$ cat src/rtl/bvm_pkg.sv
package bvm_pkg;

  typedef enum logic [1:0] {
    SRC_STD  = 2'd0,
    SRC_JUMP = 2'd1,
    SRC_PIN  = 2'd2
  } boot_src_e;

  localparam int AUX_W        = 8;
  localparam int AUX_BOOT_BIT = 5;
  localparam int AUX_FLAG_BIT = 3;
  localparam int AUX_ZERO_BIT = 2;
  localparam int AUX_DPS_BIT  = 0;

endpackage

$ cat src/rtl/bvm_reset_sync.sv
module bvm_reset_sync #(
  parameter int STAGES = 2
) (
  input  logic clk,
  input  logic rst_n,
  output logic rst_n_sync
);

  logic [STAGES-1:0] stage_q;
  logic [STAGES-1:0] stage_d;

  always_comb begin
    stage_d = {stage_q[STAGES-2:0], 1'b1};
  end

  always_ff @(posedge clk or negedge rst_n) begin
    if (!rst_n) stage_q <= '0;
    else        stage_q <= stage_d;
  end

  assign rst_n_sync = stage_q[STAGES-1];

endmodule

$ cat src/rtl/bvm_boot_decide.sv
module bvm_boot_decide
  import bvm_pkg::*;
#(
  parameter int                ADDR_W        = 16,
  parameter int                BOOT_AW       = 12,
  parameter int                FCON_W        = 8,
  parameter logic [FCON_W-1:0] FCON_PIN_INIT = 8'h00,
  parameter logic [FCON_W-1:0] FCON_STD_INIT = 8'hF0,
  parameter int                SYNC_STAGES   = 2
) (
  input  logic              clk,
  input  logic              rst_n_sync,
  input  logic              boot_req_n,
  input  logic              nv_jump_prog,
  output logic              load_en,
  output logic              boot_init,
  output logic [ADDR_W-1:0] rst_pc,
  output logic [FCON_W-1:0] rst_fcon
);

  localparam logic [ADDR_W-1:0] BOOT_VEC =
    {{(ADDR_W-BOOT_AW){1'b1}}, {BOOT_AW{1'b0}}};

  // pin synchroniser: free running, carries no reset
  logic [SYNC_STAGES-1:0] pin_q;
  logic                   pin_s;

  always_ff @(posedge clk) begin
    pin_q <= {pin_q[SYNC_STAGES-2:0], boot_req_n};
  end
  assign pin_s = pin_q[SYNC_STAGES-1];

  boot_src_e src_q, src_d;
  logic      done_q, done_d;

  always_comb begin
    src_d  = src_q;
    done_d = done_q;
    if (!done_q) begin
      done_d = 1'b1;
      if (!pin_s)            src_d = SRC_PIN;
      else if (nv_jump_prog) src_d = SRC_JUMP;
      else                   src_d = SRC_STD;
    end
  end

  always_ff @(posedge clk or negedge rst_n_sync) begin
    if (!rst_n_sync) begin
      src_q  <= SRC_STD;
      done_q <= 1'b0;
    end else if (!done_q) begin
      src_q  <= src_d;
      done_q <= done_d;
    end
  end

  assign load_en   = !done_q;
  assign boot_init = (src_d != SRC_STD);

  always_comb begin
    rst_pc   = (src_q == SRC_STD) ? '0 : BOOT_VEC;
    rst_fcon = (src_q == SRC_PIN) ? FCON_PIN_INIT : FCON_STD_INIT;
  end

  a_r1_pin_vector: assert property (@(posedge clk) disable iff (!rst_n_sync)
    (load_en && !pin_s) |=> (rst_pc == BOOT_VEC && rst_fcon == FCON_PIN_INIT));

  a_r2_jump_vector: assert property (@(posedge clk) disable iff (!rst_n_sync)
    (load_en && pin_s && nv_jump_prog) |=> (rst_pc == BOOT_VEC && rst_fcon == FCON_STD_INIT));

  a_r3_std_vector: assert property (@(posedge clk) disable iff (!rst_n_sync)
    (load_en && pin_s && !nv_jump_prog) |=> (rst_pc == '0 && rst_fcon == FCON_STD_INIT));

  a_r5_decide_once: assert property (@(posedge clk) disable iff (!rst_n_sync)
    !load_en |=> ($stable(rst_pc) && $stable(rst_fcon) && !load_en));

endmodule

$ cat src/rtl/bvm_aux_reg.sv
module bvm_aux_reg
  import bvm_pkg::*;
(
  input  logic             clk,
  input  logic             rst_n_sync,
  input  logic             load_en,
  input  logic             boot_init,
  input  logic             wr,
  input  logic [AUX_W-1:0] wdata,
  output logic [AUX_W-1:0] rdata,
  output logic             boot_en,
  output logic             dps
);

  logic boot_q, boot_d;
  logic flag_q, flag_d;
  logic dps_q,  dps_d;
  logic en;

  always_comb begin
    boot_d = boot_q;
    flag_d = flag_q;
    dps_d  = dps_q;
    if (load_en) begin
      boot_d = boot_init;
    end else if (wr) begin
      boot_d = wdata[AUX_BOOT_BIT];
      flag_d = wdata[AUX_FLAG_BIT];
      dps_d  = wdata[AUX_DPS_BIT];
    end
  end

  assign en = load_en | wr;

  always_ff @(posedge clk or negedge rst_n_sync) begin
    if (!rst_n_sync) begin
      boot_q <= 1'b0;
      flag_q <= 1'b0;
      dps_q  <= 1'b0;
    end else if (en) begin
      boot_q <= boot_d;
      flag_q <= flag_d;
      dps_q  <= dps_d;
    end
  end

  always_comb begin
    rdata               = '0;
    rdata[AUX_BOOT_BIT] = boot_q;
    rdata[AUX_FLAG_BIT] = flag_q;
    rdata[AUX_DPS_BIT]  = dps_q;
  end

  assign boot_en = boot_q;
  assign dps     = dps_q;

  a_r7_sw_boot_write: assert property (@(posedge clk) disable iff (!rst_n_sync)
    (wr && !load_en) |=> (boot_en == $past(wdata[AUX_BOOT_BIT])));

  a_r9_dps_hold: assert property (@(posedge clk) disable iff (!rst_n_sync)
    !wr |=> $stable(dps));

  a_r9_flag_hold: assert property (@(posedge clk) disable iff (!rst_n_sync)
    !wr |=> $stable(rdata[AUX_FLAG_BIT]));

endmodule

$ cat src/rtl/bvm_dptr_bank.sv
module bvm_dptr_bank #(
  parameter int DP_W = 16
) (
  input  logic              clk,
  input  logic              rst_n_sync,
  input  logic              sel,
  input  logic              wr_lo,
  input  logic              wr_hi,
  input  logic [DP_W/2-1:0] wdata,
  output logic [DP_W-1:0]   value
);

  localparam int BYTE_W = DP_W / 2;
  localparam int NPTR   = 2;

  logic [NPTR-1:0][DP_W-1:0] ptr_v;

  for (genvar g = 0; g < NPTR; g++) begin : g_ptr
    logic [DP_W-1:0] q, d;
    logic            hit, en;

    assign hit = (sel == g[0]);
    assign en  = hit & (wr_lo | wr_hi);

    always_comb begin
      d = q;
      if (wr_lo) d[BYTE_W-1:0]    = wdata;
      if (wr_hi) d[DP_W-1:BYTE_W] = wdata;
    end

    always_ff @(posedge clk or negedge rst_n_sync) begin
      if (!rst_n_sync) q <= '0;
      else if (en)     q <= d;
    end

    assign ptr_v[g] = q;
  end

  assign value = ptr_v[sel];

  a_r10_lo_lands: assert property (@(posedge clk) disable iff (!rst_n_sync)
    (wr_lo && $stable(sel)) |=> (($past(sel) != sel) || value[BYTE_W-1:0] == $past(wdata)));

  a_r10_hi_lands: assert property (@(posedge clk) disable iff (!rst_n_sync)
    (wr_hi && $stable(sel)) |=> (($past(sel) != sel) || value[DP_W-1:BYTE_W] == $past(wdata)));

endmodule

$ cat src/rtl/boot_vector_map.sv
module boot_vector_map
  import bvm_pkg::*;
#(
  parameter int ADDR_W  = 16,
  parameter int BOOT_AW = 12,
  parameter int FCON_W  = 8,
  parameter int DP_W    = 16
) (
  input  logic              clk,
  input  logic              rst_n,
  input  logic              boot_req_n,
  input  logic              nv_jump_prog,
  input  logic              aux_wr,
  input  logic [AUX_W-1:0]  aux_wdata,
  output logic [AUX_W-1:0]  aux_rdata,
  input  logic [ADDR_W-1:0] fetch_addr,
  output logic              fetch_boot_sel,
  output logic [ADDR_W-1:0] rst_pc,
  output logic [FCON_W-1:0] rst_fcon,
  output logic              boot_en,
  input  logic              dp_wr_lo,
  input  logic              dp_wr_hi,
  input  logic [DP_W/2-1:0] dp_wdata,
  output logic              dp_sel,
  output logic [DP_W-1:0]   dp_value
);

  localparam int TAG_W = ADDR_W - BOOT_AW;

  logic rst_n_sync;
  logic load_en;
  logic boot_init;

  bvm_reset_sync #(.STAGES(2)) u_rst (
    .clk        (clk),
    .rst_n      (rst_n),
    .rst_n_sync (rst_n_sync)
  );

  bvm_boot_decide #(
    .ADDR_W        (ADDR_W),
    .BOOT_AW       (BOOT_AW),
    .FCON_W        (FCON_W),
    .FCON_PIN_INIT ('0),
    .FCON_STD_INIT ({{(FCON_W-4){1'b1}}, 4'h0}),
    .SYNC_STAGES   (2)
  ) u_decide (
    .clk          (clk),
    .rst_n_sync   (rst_n_sync),
    .boot_req_n   (boot_req_n),
    .nv_jump_prog (nv_jump_prog),
    .load_en      (load_en),
    .boot_init    (boot_init),
    .rst_pc       (rst_pc),
    .rst_fcon     (rst_fcon)
  );

  bvm_aux_reg u_aux (
    .clk        (clk),
    .rst_n_sync (rst_n_sync),
    .load_en    (load_en),
    .boot_init  (boot_init),
    .wr         (aux_wr),
    .wdata      (aux_wdata),
    .rdata      (aux_rdata),
    .boot_en    (boot_en),
    .dps        (dp_sel)
  );

  bvm_dptr_bank #(.DP_W(DP_W)) u_dptr (
    .clk        (clk),
    .rst_n_sync (rst_n_sync),
    .sel        (dp_sel),
    .wr_lo      (dp_wr_lo),
    .wr_hi      (dp_wr_hi),
    .wdata      (dp_wdata),
    .value      (dp_value)
  );

  assign fetch_boot_sel = boot_en && (fetch_addr[ADDR_W-1:BOOT_AW] == {TAG_W{1'b1}});

  a_r6_sel_needs_boot: assert property (@(posedge clk) disable iff (!rst_n_sync)
    fetch_boot_sel |-> (boot_en && fetch_addr >= rst_pc));

endmodule

$ cat config.mk
export PLATFORM = sky130hd
export DESIGN_NAME = boot_vector_map
export DESIGN_NICKNAME = d
export VERILOG_FILES = /design/src/rtl/bvm_pkg.sv /design/src/rtl/bvm_reset_sync.sv /design/src/rtl/bvm_boot_decide.sv /design/src/rtl/bvm_aux_reg.sv /design/src/rtl/bvm_dptr_bank.sv /design/src/rtl/boot_vector_map.sv
export SDC_FILE = /design/constraint.sdc
export NUM_CORES = 1
export LEC_CHECK = 0
export BUFFER_PORTS_ARGS = -buffer_cell sky130_fd_sc_hd__clkbuf_2
export CORE_AREA = 2 2 79 62
export CTS_CLUSTER_DIAMETER = 40
export DETAILED_ROUTE_END_ITERATION = 8
export DIE_AREA = 0 0 81 64
export PLACE_DENSITY_LB_ADDON = 0.3
export REMOVE_ABC_BUFFERS = 1
export SLEW_MARGIN = 20
export SYNTH_ARGS = -nofsm -noshare
export SYNTH_HDL_FRONTEND = slang
export SYNTH_SLANG_ARGS = --single-unit
$ cat constraint.sdc
create_clock -name clk -period 1.9 [get_ports clk]
set_clock_uncertainty 0.1 [all_clocks]
set_input_delay 0.285 -clock clk [delete_from_list [all_inputs] [get_ports clk]]
set_output_delay 0.285 -clock clk [all_outputs]
set_load 0.005 [all_outputs]
# == After elaboration in Yosys (flattened, before gate mapping) ==
# Cells that the tools add are included.
# totals
register_bits,42
input_bits,39
latchBits,0
out_inout_bits,51
mem_count,0
mem_bits_ro,0
word_cells,39
ramBits,0
# classes
n_reduce_logical,10
n_mul,0
shift,0
muxes,9
bitwise,5
n_lt_le_gt_ge,1
n_eq_ne,3
n_addsub,0
div,0
# op_table
op,count
$mux W16,3
$reduce_and A2 Y1,5
$mux W8,1
$eq A4 B4 Y1 const B,1
$mux W2,2
$mux W1,3
$reduce_and A3 Y1,1
$and A1 B1 Y1,2
$eq A2 B2 Y1 const B,1
$logic_not A2 Y1,1
$lt A1 B2 Y1 const B,1
$ne A2 B2 Y1 const B,1
$or A1 B1 Y1,2
$reduce_bool A2 Y1,1
$logic_and A1 B1 Y1,1
$logic_not A1 Y1,1
$not A1 Y1,1

# == Longest topological paths before layout ==
# Gate-level depths: netlist (run 1).
# logic_depth
word_depth,5
mapped_depth,3
mapped_depth_nobuf,2

# == Hierarchy ==
# From an unflattened synthesis (run 1), not the netlist that was laid out.
# hier_totals
cells_unflattened,150
area_unflattened_um2,2011.9
# modules_own_cells
mod,n_inst,area_per_inst_um2,seq_area_each_um2,cells_each
bvm_dptr_bank,1,1401.3,800.8,88
bvm_boot_decide,1,342.8,115.1,38
bvm_aux_reg,1,201.4,75.1,18
bvm_reset_sync,1,53.8,50.0,3
boot_vector_map,1,12.5,0.0,3

# == Least setup slack after synthesis (run 1) ==
# No wires, ideal clock.
# synth_timing
path_type,register to output
startpoint,"reg u_aux.dps_q, in the netlist u_aux.dps"
endpoint,out dp_value[0]
path_stages_with_launch,4
required_time_ns,1.515
t_arrival_ns,1.073
n_path_buf,2
setup_slack_ns,0.442
path_cell_list,dfrtp_1 buf_4 buf_6 mux2_2
# synth_between
elab_chain_cells,2
# synth_lines
element,line_no,source
"start, declared",bvm_aux_reg.sv:17,"logic dps_q, dps_d;"
"start signal, assigned",bvm_aux_reg.sv:43,dps_q <= dps_d;
$mux W16 (implied by the code) (2 in series),bvm_dptr_bank.sv:39,assign value = ptr_v[sel];
"end, declared",boot_vector_map.sv:25,output logic [DP_W-1:0] dp_value
# No other way between the ends. The select of a mux whose other input is x is not followed.

# == Worst setup path in the final report (run 1) ==
# layout_timing
startpoint,"reg u_aux.dps_q, in the netlist u_aux.dps"
endpoint,out dp_value[15]
# Same word-level chain as after synthesis.

==> results.toml, run 1 <==
[timing]
tightest_slew_ns = 0.564
fmax_mhz = 581
drv_slew = 0
hold_violations = 0
rsz0062_at_grt = "no"
relSlewSlack_pct = 62.4
setup_violations = 0
finalCritPeriodShare_pct = 90.6
layout_min_cycle_time_ns = 1.72
finalSetupTns_ns = 0

[drt]
drtAntennaViolNets = 0
via_per_inst = 4.56
routed_wl_microns = 3420
drc = 0
drtIter0Drc = 20
dr.pass1.iters = 4
num_vias = 1162
detail_route.wl_per_cell_microns = 13.4

[logic_synthesis]
syn_area_sq_um = 1970
ys_types = 19
synth_top_area_cell = "dfrtp_1"
ys_seq_area_share_pct = 52.8
ys_ff_latch = 42
syn_area_per_cell_sq_um = 13.5
netlist_top_cells_area = "dfrtp_1 51%, mux2_2 19%, buf_4 12%"
synth_top_area_share_pct = 50.7
synthCells = 146
ys_warn_count = 0

[worst_setup_path]
required_ns = 1.51
arrival_ns = 1.34
slowest_delay_ns = 0.39
critPathCaptureType = "primary output"
critPathKind = "register to primary output"
r2r_slack_ns = 0.28
crit-reg2reg-launch = "u_aux.dps"
cp-start-kind = "register"
worst-path-max-fanout = 8
rr_worst_depth = 3
crit_slowest_cell = "dfrtp_1"
rr_endpoint = "u_dptr.g_ptr[0].q[4]"
path_cells = "buf_4 > mux2_2 > clkbuf_2"

[global_routing]
grt_pass1_wl_microns = 5580
grt_max_degree = 27
antenna_found_initial = 0
grt_overflow = 0
grt_usage_pct = 14.8
grt_pass1_vias = 1164

[min_path]
hp-class = "register to asynchronous set/reset pin"

[finish]
postLayoutCoreUtil_pct = 52.5
diodes = 0
regArea_sq_um = 1040
syn_to_final_growth_pct = 16.1
nets = 236
postLayoutCellArea_sq_um = 2290
final_common_cell = "clkbuf_2"
drive_above_1_share_pct = 50.0
layout_common_cells = "51 x clkbuf_2, 40 x dfrtp_1, 34 x mux2_2"
fill_cells = 404
multi_input_comb_area_sq_um = 757

[clock_tree]
root_buffer = "clkbuf_8"
cts_sinks = 42
clk_latency_ns = 0.29
clock_path_buffers = 2
cts_setup_buffers = 0
hold_buffers = 2
post_cts_resize_count = 0
cts_buffers = 5
htreeDepth = 2
cts_tree = "built"
clkSlewWorstSetupHoldPaths_ns = 0.07

[power_and_ir_drop]
total_power_mw = 2.34
peakVddDrop_mv = 0.539
p_leak_nw = 1.11
powerDensity_nw_per_um2 = 1020

[placement]
postPlaceCellArea_sq_um = 2180
portBuffers = 51
gp_congestion = 0.715
hpwlAfterDp_microns = 2590

[job]
cap_violations = 0

[outcome]
status = "complete, no violations"

[floorplanning]
die_y_microns = 64
die_width_microns = 81
initial_utilization_pct = 45.2
num_rows = 21
die-area_sq_um = 5180
io_pins = 90
core_sq_um = 4360
-- power by group --
| group | switching, mW | internal, mW |
|---|---|---|
| Combinational | 0.240 | 0.354 |
| Sequential | 0.0898 | 1.07 |
| Clock | 0.288 | 0.293 |
| Total | 0.618 | 1.72 |
-- worst max-delay path: cells and delay by family, from the launching register on --
| family | cells | cell delay, ns |
|---|---|---|
| buffers and inverters | 2 | 0.30 |
| flip-flops | 1 | 0.39 |
| multiplexers | 1 | 0.35 |
-- cells by family (layout without fill, tap and decap cells) --
family | after synthesis | in the layout | share of synthesized area (%)
AO/OA/AOI/OAI | 3 | 3 | 0.761
multiplexers | 51 | 51 | 29.0
buffers and inverters | 34 | 65 | 12.9
other | 2 | 23 | 0.381
AND/OR/NAND/NOR | 14 | 14 | 4.19
flip-flops | 42 | 42 | 52.8
-- area by class of cell --
cell class	instances	share of cell area [%]
Sequential cell	42	45.4
Multi-Input combinational cell	91	33.0
Timing Repair Buffer	57	14.4
Clock buffer	7	3.77
Tap cell	57	3.11
Clock inverter	1	0.218
-- stage by stage --
stage	hold slack (ns)	instances	setup slack, ns
floorplan	-0.111	133	0.122
global placement	-0.0281	245	0.355
detailed placement	-0.0264	245	0.291
CTS	0.118	255	0.160
global route	0.130	255	0.125
finish	0.126	255	0.179
-- worst max-delay path by stage --
stage | depth (start not counted) | start | slack [ns] | endpoint
5_1_grt | 3 | u_aux.dps | 0.13 | dp_value[15]
3_5_place_dp | 3 | u_aux.dps | 0.29 | u_dptr.g_ptr[0].q[6]
6_report | 3 | u_aux.dps | 0.18 | dp_value[15]
2_1_floorplan | 2 | u_aux.dps | 0.12 | u_dptr.g_ptr[0].q[10]
3_3_place_gp | 3 | u_aux.dps | 0.35 | u_dptr.g_ptr[0].q[2]
4_1_cts | 3 | u_aux.dps | 0.16 | dp_value[15]
-- registers in the layout, indices dropped and copies added, names as in the netlist --
name	count
u_aux.boot_en	1
u_decide.pin_q	2
u_aux.dps	1
u_rst.stage_q	2
u_decide.done_q	1
u_aux.flag_q	1
u_dptr.g_ptr.q	32
u_decide.src_q	2
-- per-layer routing --
layer  vias up  GRT usage [%]  wire length, microns
li1        541              -                     -
met1       572           17.7                  1420
met2        43           24.9                  1740
met3         6           4.24                   207
met4         0           6.36                    54
met5         -              0                     0
-- cells in the mapped netlist (all sizes together) --
master and number:
nor2b 1, mux2i 1, nand2b 2, nand3 1, or2 1, buf 34, o21ai 2, dfxtp 2
nand2 7, conb 2, nor2 1, mux2 50, a21oi 1, dfrtp 40, nor3b 1
Power figures use the tool's default switching activity.
==> inputs of run 2 (changes only) <==
- ABC_AREA: not set -> 1
- CELL_PAD_IN_SITES_DETAIL_PLACEMENT: not set -> 1
- CELL_PAD_IN_SITES_GLOBAL_PLACEMENT: not set -> 2
- CORE_AREA: 2 2 79 62 -> 2 2 107 83
- DIE_AREA: 0 0 81 64 -> 0 0 109 85
==> results.toml, run 2 <==
[outcome]
status = "complete, no violations"

[floorplanning]
die_width_microns = 109
die_y_microns = 85
initial_utilization_pct = 25.1
num_rows = 29
die-area_sq_um = 9270
io_pins = 90
core_sq_um = 8240

[drt]
dr.pass1.iters = 4
via_per_inst = 3.81
drtIter0Drc = 50
detail_route.wl_per_cell_microns = 11.3
drc = 0
routed_wl_microns = 4370
drtAntennaViolNets = 0
num_vias = 1476

[worst_setup_path]
worst-path-max-fanout = 11
arrival_ns = 1.29
critPathCaptureType = "primary output"
rr_worst_depth = 4
cpMostUsedCell = "nand2_1"
r2r_slack_ns = 0.62
path_cells = "buf_4 > nand2_1 > nand2_1 > clkbuf_2"
cp-startpoint = "u_aux.dps"
slowest_delay_ns = 0.54
crit_slowest_cell = "dfrtp_2"
critPathKind = "register to primary output"
crit-reg2reg-launch = "u_aux.dps"
crit_path_end = "dp_value[11]"
cp-start-kind = "register"
rr_endpoint = "u_dptr.g_ptr[0].q[8]"
required_ns = 1.51

[logic_synthesis]
yosys.area_share.simple_pct = 21.0
synth_top_area_cell = "dfrtp_1"
synth_xor_area_share_pct = 0
synth_ff_type = "dfrtp_1"
synthCells = 231
synth_async_sr_flop_share_pct = 95.2
synth_compound_area_share_pct = 11.4
synth_most_common_cell = "nand2_1"
ys_types = 20
syn_area_sq_um = 2070
synth_top_area_share_pct = 48.4
syn_area_per_cell_sq_um = 8.96
ys_warn_count = 0
synth_edf_count = 0
synth_adder_area_share_pct = 0
ys_ff_latch = 42
netlist_top_cells_area = "dfrtp_1 48%, nand2_1 16%, buf_4 11%"
yosys-top-cells-count = "87 x nand2_1, 40 x dfrtp_1, 30 x buf_4, 16 x o21ai_1, 16 x o21ai_2"
ys_seq_area_share_pct = 50.3
synth_top_family_by_area = "simple AND/OR/NAND/NOR gates"
synth.area.mux_share_pct = 0

[clock_tree]
clock_path_buffers = 2
htreeDepth = 2
cts_setup_buffers = 0
clk_latency_ns = 0.29
clkSlewWorstSetupHoldPaths_ns = 0.08
root_buffer = "clkbuf_8"
cts_buffers = 5
cts_sinks = 42
cts_tree = "built"

[finish]
drive_above_1_share_pct = 31.9
fill_cells = 986
final_common_cell = "nand2_1"
syn_to_final_growth_pct = 16.0
layout_common_cells = "87 x nand2_1, 51 x clkbuf_2, 39 x dfrtp_1"
largest_register = "u_dptr.g_ptr.q"
largest_reg_flops = 32
diodes = 0
postLayoutCoreUtil_pct = 29.1
postLayoutCellArea_sq_um = 2400
nets = 317

[timing]
finalSetupTns_ns = 0
finalCritPeriodShare_pct = 88.4
hold_violations = 0
drv_slew = 0
setup_violations = 0
fmax_mhz = 595
layout_min_cycle_time_ns = 1.68
timing.hold.ws_ns = 0.127
rsz0062_at_grt = "no"

[global_routing]
grt_pass1_vias = 1484
antenna_found_initial = 0
grt_usage_pct = 10.1
grt_max_degree = 39
grt_overflow = 0
grt_pass1_wl_microns = 7150

[min_path]
hp-class = "primary input to register"

[power_and_ir_drop]
peakVddDrop_mv = 0.256
p_leak_nw = 1.29
powerDensity_nw_per_um2 = 1010
total_power_mw = 2.41

[placement]
postPlaceCellArea_sq_um = 2260
gp_congestion = 0.729
hpwlAfterDp_microns = 3160
portBuffers = 51

[job]
cap_violations = 0
run 2: changes by cell type in the layout (fill, tap and decap cells not counted), sizes merged, moves of 2 or more:
cell    change
nand2      +88
nand2b      -2
inv        +12
mux2       -50
o21ai      +32
nand3       +3
nor2        +2
run 2: final cells by class:
cell class / instances / area (sq um) / area share, %
multi-input combinational: 161 / 756 / 31.5
clock inverter: 1 / 30.0 / 1.25
timing repair buffer: 56 / 298 / 12.4
inverter: 12 / 52.6 / 2.19
clock buffer: 7 / 86.3 / 3.60
tap: 108 / 135 / 5.63
sequential: 42 / 1040 / 43.4
run 2: worst min-delay path by stage:
stage	startpoint	end	slack, ns	cells past startpoint
after global routing	aux_wdata[3]	u_aux.flag_q	0.13	3
after CTS	aux_wdata[3]	u_aux.flag_q	0.12	3
final	aux_wdata[3]	u_aux.flag_q	0.13	3
after floorplan	rst_n	u_rst.stage_q[0]	-0.11	0
after global placement	rst_n	u_rst.stage_q[0]	-0.03	1
after detailed placement	rst_n	u_rst.stage_q[1]	-0.03	1
run 2: power by group:
group | switching (mW) | total, mW | internal, mW
Clock | 0.296 | 0.724 | 0.429
Sequential | 0.0942 | 1.14 | 1.05
Combinational | 0.313 | 0.546 | 0.232
Total | 0.703 | 2.41 | 1.71
run 2: metrics by stage:
step                cells  worst slack, ns
floorplan             215            0.462
global placement      377            0.338
detailed placement    377            0.332
CTS                   387          0.00640
global route          387            0.105
finish                387            0.220
run 2: layer usage:
layer	vias to the layer above	global-route usage (%)	share of wire [%]
li1	760	-	-
met1	686	12.8	45
met2	28	16.0	49
met3	2	3.30	4.5
met4	0	3.50	1.0
met5	-	0	0
run 2: repair_timing:
| action | 4_1_cts | 5_1_grt |
|---|---|---|
| setup endpoints to repair | 0 | 10 |
| hold buffers | 2 | 0 |
| hold endpoints to repair | 3 | 0 |
| gates resized for setup | 0 | 1 |
run 2: kinds of logic (layout without fill, tap and decap cells):
logic type      count (synthesis)  in the layout
other cells                     2             23
simple gates                  103            103
buf+inv                        49             76
flops                          42             42
compound gates                 35             35
run 2: critical path, delay by kind of cell (launching register included):
kind	cells	cell delay [ns]
flops	1	0.54
buf+inv	2	0.33
simple gates	2	0.14
